### src/rtl/extint_pkg.sv
package extint_pkg;

  typedef enum logic [1:0] {
    SENSE_LOW  = 2'b00,
    SENSE_ANY  = 2'b01,
    SENSE_FALL = 2'b10,
    SENSE_RISE = 2'b11
  } sense_e;

endpackage

### src/rtl/extint_pin_watch.sv
module extint_pin_watch (
  input  logic clk,
  input  logic rst,
  input  logic pin_in,
  output logic pin_prev_q,
  output logic rise,
  output logic fall
);

  // Load the live pin during reset so that the first cycle sees no edge.
  always_ff @(posedge clk) begin
    if (rst) pin_prev_q <= pin_in;
    else     pin_prev_q <= pin_in;
  end

  assign rise = pin_in & ~pin_prev_q;
  assign fall = ~pin_in & pin_prev_q;

endmodule

### src/rtl/extint_ctrl_regs.sv
module extint_ctrl_regs
  import extint_pkg::*;
#(
  parameter int                ADDR_W     = 8,
  parameter int                DATA_W     = 8,
  parameter logic [ADDR_W-1:0] MASK_ADDR  = 8'h3D,
  parameter logic [ADDR_W-1:0] SENSE_ADDR = 8'h69
) (
  input  logic              clk,
  input  logic              rst,
  input  logic              bus_wr,
  input  logic [ADDR_W-1:0] bus_addr,
  input  logic [DATA_W-1:0] bus_wdata,
  output sense_e            sense_q,
  output logic              mask_q
);

  always_ff @(posedge clk) begin
    if (rst) begin
      sense_q <= SENSE_LOW;
      mask_q  <= 1'b0;
    end else if (bus_wr) begin
      if (bus_addr == SENSE_ADDR) sense_q <= sense_e'(bus_wdata[1:0]);
      if (bus_addr == MASK_ADDR)  mask_q  <= bus_wdata[0];
    end
  end

  // Only the low two data bits are stored.
  logic unused_wdata_hi;
  assign unused_wdata_hi = ^bus_wdata[DATA_W-1:2];

endmodule

### src/rtl/extint_flag.sv
module extint_flag
  import extint_pkg::*;
(
  input  logic   clk,
  input  logic   rst,
  input  sense_e sense,
  input  logic   pin_in,
  input  logic   rise,
  input  logic   fall,
  input  logic   sw_clear,
  input  logic   ack,
  output logic   flag_q
);

  logic event_hit;
  logic flag_d;

  always_comb begin
    unique case (sense)
      SENSE_RISE: event_hit = rise;
      SENSE_FALL: event_hit = fall;
      SENSE_ANY:  event_hit = rise | fall;
      default:    event_hit = 1'b0;
    endcase

    if (sense == SENSE_LOW)
      flag_d = ~pin_in;                                   // sticky: tracks the pin only
    else
      flag_d = event_hit | (flag_q & ~(sw_clear | ack));  // a new event beats a clear
  end

  always_ff @(posedge clk) begin
    if (rst) flag_q <= 1'b0;
    else     flag_q <= flag_d;
  end

endmodule

### src/rtl/extint_sense.sv
module extint_sense
  import extint_pkg::*;
#(
  parameter int                ADDR_W     = 8,
  parameter int                DATA_W     = 8,
  parameter int                VEC_W      = 8,
  parameter logic [ADDR_W-1:0] FLAG_ADDR  = 8'h3C,
  parameter logic [ADDR_W-1:0] MASK_ADDR  = 8'h3D,
  parameter logic [ADDR_W-1:0] SENSE_ADDR = 8'h69,
  parameter logic [VEC_W-1:0]  VECTOR     = 8'd2
) (
  input  logic              clk,
  input  logic              rst,
  input  logic              pin_in,
  input  logic [ADDR_W-1:0] bus_addr,
  input  logic              bus_wr,
  input  logic [DATA_W-1:0] bus_wdata,
  output logic [DATA_W-1:0] bus_rdata,
  input  logic              irq_ack,
  output logic              irq_req,
  output logic [VEC_W-1:0]  irq_vector
);

  localparam int PAD_W = DATA_W - 1;

  logic   pin_prev_q;
  logic   rise;
  logic   fall;
  sense_e sense_q;
  logic   mask_q;
  logic   flag_q;
  logic   flag_wr_clear;

  extint_pin_watch u_watch (
    .clk        (clk),
    .rst        (rst),
    .pin_in     (pin_in),
    .pin_prev_q (pin_prev_q),
    .rise       (rise),
    .fall       (fall)
  );

  extint_ctrl_regs #(
    .ADDR_W     (ADDR_W),
    .DATA_W     (DATA_W),
    .MASK_ADDR  (MASK_ADDR),
    .SENSE_ADDR (SENSE_ADDR)
  ) u_regs (
    .clk       (clk),
    .rst       (rst),
    .bus_wr    (bus_wr),
    .bus_addr  (bus_addr),
    .bus_wdata (bus_wdata),
    .sense_q   (sense_q),
    .mask_q    (mask_q)
  );

  assign flag_wr_clear = bus_wr & (bus_addr == FLAG_ADDR) & bus_wdata[0];

  extint_flag u_flag (
    .clk      (clk),
    .rst      (rst),
    .sense    (sense_q),
    .pin_in   (pin_in),
    .rise     (rise),
    .fall     (fall),
    .sw_clear (flag_wr_clear),
    .ack      (irq_ack),
    .flag_q   (flag_q)
  );

  // Registered read port.
  always_ff @(posedge clk) begin
    if (rst) begin
      bus_rdata <= '0;
    end else begin
      unique case (bus_addr)
        FLAG_ADDR:  bus_rdata <= {{PAD_W{1'b0}}, flag_q};
        MASK_ADDR:  bus_rdata <= {{PAD_W{1'b0}}, mask_q};
        SENSE_ADDR: bus_rdata <= {{(DATA_W-2){1'b0}}, sense_q};
        default:    bus_rdata <= '0;
      endcase
    end
  end

  assign irq_req    = flag_q & mask_q;
  assign irq_vector = VECTOR;

endmodule

### config.mk
export PLATFORM = sky130hd
export DESIGN_NAME = extint_sense
export DESIGN_NICKNAME = d
export VERILOG_FILES = /design/src/rtl/extint_pkg.sv /design/src/rtl/extint_pin_watch.sv /design/src/rtl/extint_ctrl_regs.sv /design/src/rtl/extint_flag.sv /design/src/rtl/extint_sense.sv
export SDC_FILE = /design/constraint.sdc
export NUM_CORES = 1
export LEC_CHECK = 0
export BUFFER_PORTS_ARGS = -buffer_cell sky130_fd_sc_hd__buf_2
export CAP_MARGIN = 10
export CELL_PAD_IN_SITES_DETAIL_PLACEMENT = 1
export CELL_PAD_IN_SITES_GLOBAL_PLACEMENT = 1
export CORE_UTILIZATION = 28
export DETAILED_ROUTE_END_ITERATION = 10
export HOLD_SLACK_MARGIN = 0.06
export PLACE_DENSITY = 0.87
export SYNTH_ARGS = -nofsm -noshare
export SYNTH_HDL_FRONTEND = slang
export SYNTH_SLANG_ARGS = --single-unit
### constraint.sdc
create_clock -name clk -period 3.05 [get_ports clk]
set_input_delay 0.305 -clock clk [delete_from_list [all_inputs] [get_ports clk]]
set_output_delay 0.305 -clock clk [all_outputs]
set_load 0.02 [all_outputs]
# --- Word-level counts from Yosys, hierarchy flattened ---
# Cells that the tools add are included.
totals:
  input_bits: 21
  register_bits: 13
  output_inout_bits: 17
op_classes:
  reduce_logical: 3
  eq_ne: 6
  n_mux: 3
  bitwise: 12
ops:
  columns: ["operator", "n"]
  rows:
  - ["8-bit by 6-bit equality test with 1-bit output (second input constant)", 2]
  - ["8-bit by 7-bit equality test with 1-bit output (second input constant)", 1]
  - ["1-bit bitwise AND", 6]
  - ["2-bit case mux with 3 select lines", 1]
  - ["2-bit equality test (second input constant)", 2]
  - ["2-bit AND reduction", 2]
  - ["1-bit NOT", 3]
  - ["1-bit OR", 3]
  - ["1-bit case mux with 3 select lines", 1]
  - ["2-bit by 1-bit equality test with 1-bit output (second input constant)", 1]
  - ["2-bit zero test", 1]
  - ["1-bit 2-to-1 mux", 1]

# --- Depth between registers and ports, before layout ---
depth:
  ltp_word: 8
  ltp_mapped: 5
  mapped_depth_nobuf: 5

# --- Modules after synthesis ---
# From an unflattened synthesis, not the netlist that was laid out.
hier_totals:
  cells_unflattened: 58
  area_unflattened_um2: 509.2
by_module_without_submodules:
  columns: ["module", "cells_each", "n_inst", "area_per_inst_um2"]
  rows:
  - ["extint_sense", 31, 1, 237.7]
  - ["extint_ctrl_regs", 17, 1, 163.9]
  - ["extint_flag", 7, 1, 72.6]
  - ["extint_pin_watch", 3, 1, 35.0]

# --- Worst setup path after synthesis ---
# OpenSTA, ideal clock, no wires.
synth_path:
  path_type: "input to register"
  start: "input bus_addr[1]"
  end: "register u_flag.flag_q"
  n_path_buf: 0
  path_stages: 3
  path_slack_ns: 1.905
  setup_ns: 0.133
  arrival_ns: 1.011
  cell_sequence: "nand4bb_2 -> nor4b_1 -> o32ai_1"
synth_between:
  elab_chain_len: 8
synth_rtl:
  columns: ["item", "line", "source"]
  rows:
  - ["start: declaration", "extint_sense.sv:15", "input logic [ADDR_W-1:0] bus_addr,"]
  - ["8-bit by 6-bit equality test with 1-bit output", "extint_sense.sv:58", "assign flag_wr_clear = bus_wr & (bus_addr == FLAG_ADDR) & bus_wdata[0];"]
  - ["1-bit bitwise AND (2 in series)", "extint_sense.sv:58", null]
  - ["1-bit OR", "extint_flag.sv:29", "flag_d = event_hit | (flag_q & ~(sw_clear | ack));"]
  - ["1-bit NOT", "extint_flag.sv:29", null]
  - ["1-bit bitwise AND", "extint_flag.sv:29", null]
  - ["1-bit OR", "extint_flag.sv:29", null]
  - ["1-bit 2-to-1 mux", "extint_flag.sv:26", "if (sense == SENSE_LOW)"]
  - ["end signal: assignment", "extint_flag.sv:34", "else flag_q <= flag_d;"]
  - ["end: declaration", "extint_flag.sv:12", "output logic flag_q"]
# Every way passes these cells.
# A chain may end at the register's enable or synchronous reset.

# --- Final worst setup path ---
# Same ends and word-level chain as after synthesis.

==> results by group <==
Clocking
  – Worst skew pair latency: 260 ps
  – CTS buffer count: 3
  – Post-CTS Resized: 0
  – Htree depth: 1
  – Number of hold buffers added after cts: 0
  – CTS clk-pin slew, worst paths: 50 ps
  – Clk buf depth: 2
  – CTS tree: yes
  – # Post-CTS Setup Buffers: 0
  – Clock root buffer: clkbuf_4
  – Clock sink count: 7

Critical path
  – Worst setup startpoint: bus_addr[1]
  – CP required: 3160 ps
  – CP Capture Point: u_flag.flag_q$_SDFF_PP0_
  – Crit Path Category: in -> reg
  – Crit path arrival time: 1370 ps
  – Type of origin of the critical path: primary input
  – Reg2Reg Setup Slack: 1960 ps
  – FF-to-FF path depth: 3
  – Reg-to-reg startpoint: u_watch.pin_prev_q$_DFF_P_
  – R2r endpoint: u_flag.flag_q$_SDFF_PP0_
  – CP Max Fanout: 5
  – Worst Setup End Kind: flip-flop

Timing
  – Worst setup margin: 1796 ps
  – Tmin final: 1254 ps
  – Slew Limit Fails: 0
  – RSZ-0062 raised after global routing: no
  – Tcrit/Tclk final: 41.12%
  – Final Hold Viols: 0
  – Setup TNS: 0 ps
  – Clk_skew: 8.733 ps
  – Final setup viols: 0
  – F_max: 797.4 MHz

Placement
  – IO buf count: 17
  – Placement Cell Area: 575.6 µm²
  – RD Place Congestion: 0.7447
  – Post-DP HPWL: 860.4 µm
  – Worst Setup Slack post-DPL: 1586 ps

Layout
  – P&R area growth vs syn: 15.07%
  – Layout cell share with drive strength beyond 1: 30.26%
  – Most frequent cells in the layout: buf_2, conb_1, dfxtp_1, nand2b_1
  – Final Core Density: 34.48%
  – Antenna Diode Count: 0
  – Nets: 100
  – Commonest non-fill, non-tap cell in the layout: buf_2
  – Finished Cell Area: 601.8 µm²

GRT
  – Initial antenna violation count: 0
  – Largest net degree at the start of global routing: 10
  – Global route overflow: 0
  – First-pass GRT wire length: 1.621 mm
  – Vias in the first global route: 421
  – Gr usage total: 11.50%

Route
  – Final wirelength: 1.034 mm
  – Vias: 434
  – Vias per cell: 4.297
  – Routed WL per cell: 10.24 µm
  – Residual DRC: 0
  – Drt initial violations: 1
  – Post-route antenna net violation count: 0
  – Drt first pass iters: 2

Floorplanning
  – Total core area: 0.001745 mm²
  – # rows: 15
  – Initial Utilization: 29.96%
  – Die height: 45.22 µm
  – Num ports: 38
  – DIE WIDTH: 45.22 µm
  – Die area: 0.002045 mm²

Power
  – Net Sw Power: 0.00006509 W
  – Pwr Density: 369.2 mW/mm²
  – Pint: 0.0001571 W
  – Leakage power: 0.2956 nW
  – Maximum vdd ir drop: 0.0001909 V
  – Clock power share: 39.6%
  – Combinational share of power: 18.1%
  – Flop pwr share: 42.4%
  – Switch share: 29.30%

Status
  – Status: completed

Logic synthesis
  – Synthesized instance count: 58
  – Synth warn: 0
  – Synthesized area: 523.0 µm²
  – Synth unique cells: 24
  – Avg Cell Area, Syn: 9.017 µm²
  – Seq/Total Area, Yosys: 26.79%
  – Yosys reg bits: 7

Min path
  – HP Class: in -> reg
  – HP Start: pin_in

Job
  – Max_cap viols: 0
## routing by layer
| metal | part of all wire, % | GRT usage [%] | vias up |
|---|---|---|---|
| met5 | 0 | 0 | - |
| met4 | 1.8 | 4.848 | 0 |
| met3 | 12 | 7.200 | 4 |
| met2 | 48 | 21.16 | 28 |
| met1 | 37 | 9.662 | 197 |
| li1 | - | - | 205 |
## final cells by class
type / instances / area [µm²]
repair buffers: 17 / 85.08
inverters: 4 / 15.01
well taps: 25 / 31.28
fillers: 219 / 1144
multi-input cells: 44 / 304.0
flip-flops and latches: 7 / 140.1
clock buffers: 4 / 26.28
## worst max-delay path, cell delays in order
cell and delay (ps):
buf_2 90, nand4bb_2 330, nor4b_1 490, o32ai_1 160
## logic make-up after synthesis
family | synth area share (%)
AOI/OAI and AO/OA | 8.136
adders and majority gates | 4.784
buffers and inverters | 23.68
DFF | 26.79
muxes | 7.656
other | 1.436
and+or+nand+nor | 27.51
## stage by stage
| step | cells | hold WS (ps) | total power [W] |
|---|---|---|---|
| finish | 101 | 205.3 | 0.0002222 |
| floorplan | 70 | 332.7 | 0.0001367 |
| detailed placement | 97 | 463.0 | 0.0001364 |
| CTS | 101 | 196.5 | 0.0002282 |
| global route | 101 | 199.4 | 0.0002362 |
| global placement | 97 | 454.1 | 0.0001349 |
## synth_stat cells, drive strengths merged
| cell | number | share of area [%] |
|---|---|---|
| nor3b | 2 | 5.0 |
| nor3 | 3 | 2.9 |
| nor2 | 1 | 0.72 |
| buf | 14 | 20 |
| o32ai | 1 | 1.7 |
| a211oi | 1 | 1.4 |
| nand3b | 1 | 1.4 |
| nand4b | 1 | 1.7 |
| conb | 2 | 1.4 |
| ha | 2 | 4.8 |
| nand2 | 2 | 1.4 |
| dfxtp | 7 | 27 |
| nand4bb | 1 | 3.1 |
| a2bb2oi | 1 | 1.7 |
| and2 | 1 | 1.2 |
| clkbuf | 1 | 0.72 |
| and4bb | 1 | 2.4 |
| nand2b | 5 | 6.0 |
| inv | 4 | 2.9 |
| nor4b | 1 | 1.7 |
| o31ai | 1 | 1.4 |
| o211a | 1 | 1.9 |
| mux2i | 4 | 7.7 |
## state kept, by name, indices dropped and copies added (netlist names)
signal,cells
u_regs.mask_q,1
bus_rdata,2
u_flag.flag_q,1
u_watch.pin_prev_q,1
u_regs.sense_q,2
## power by group through the flow
stage / clock network [W] / logic [W] / registers, W
after floorplan: 0 / 0.0000408 / 0.0000958
after global routing: 0.0000980 / 0.0000440 / 0.0000942
final: 0.0000879 / 0.0000402 / 0.0000941
after detailed placement: 0 / 0.0000403 / 0.0000961
after global placement: 0 / 0.0000390 / 0.0000959
after CTS: 0.0000937 / 0.0000404 / 0.0000941
## worst min path at each step
stage	depth (start not counted)	slack (ps)	endpoint
2_1_floorplan	0	330	u_watch.pin_prev_q$_DFF_P_
3_3_place_gp	1	450	u_watch.pin_prev_q$_DFF_P_
3_5_place_dp	1	460	u_watch.pin_prev_q$_DFF_P_
4_1_cts	1	200	u_watch.pin_prev_q$_DFF_P_
5_1_grt	1	200	u_watch.pin_prev_q$_DFF_P_
6_report	1	210	u_watch.pin_prev_q$_DFF_P_
No activity file was read; power rests on OpenSTA's default activity.
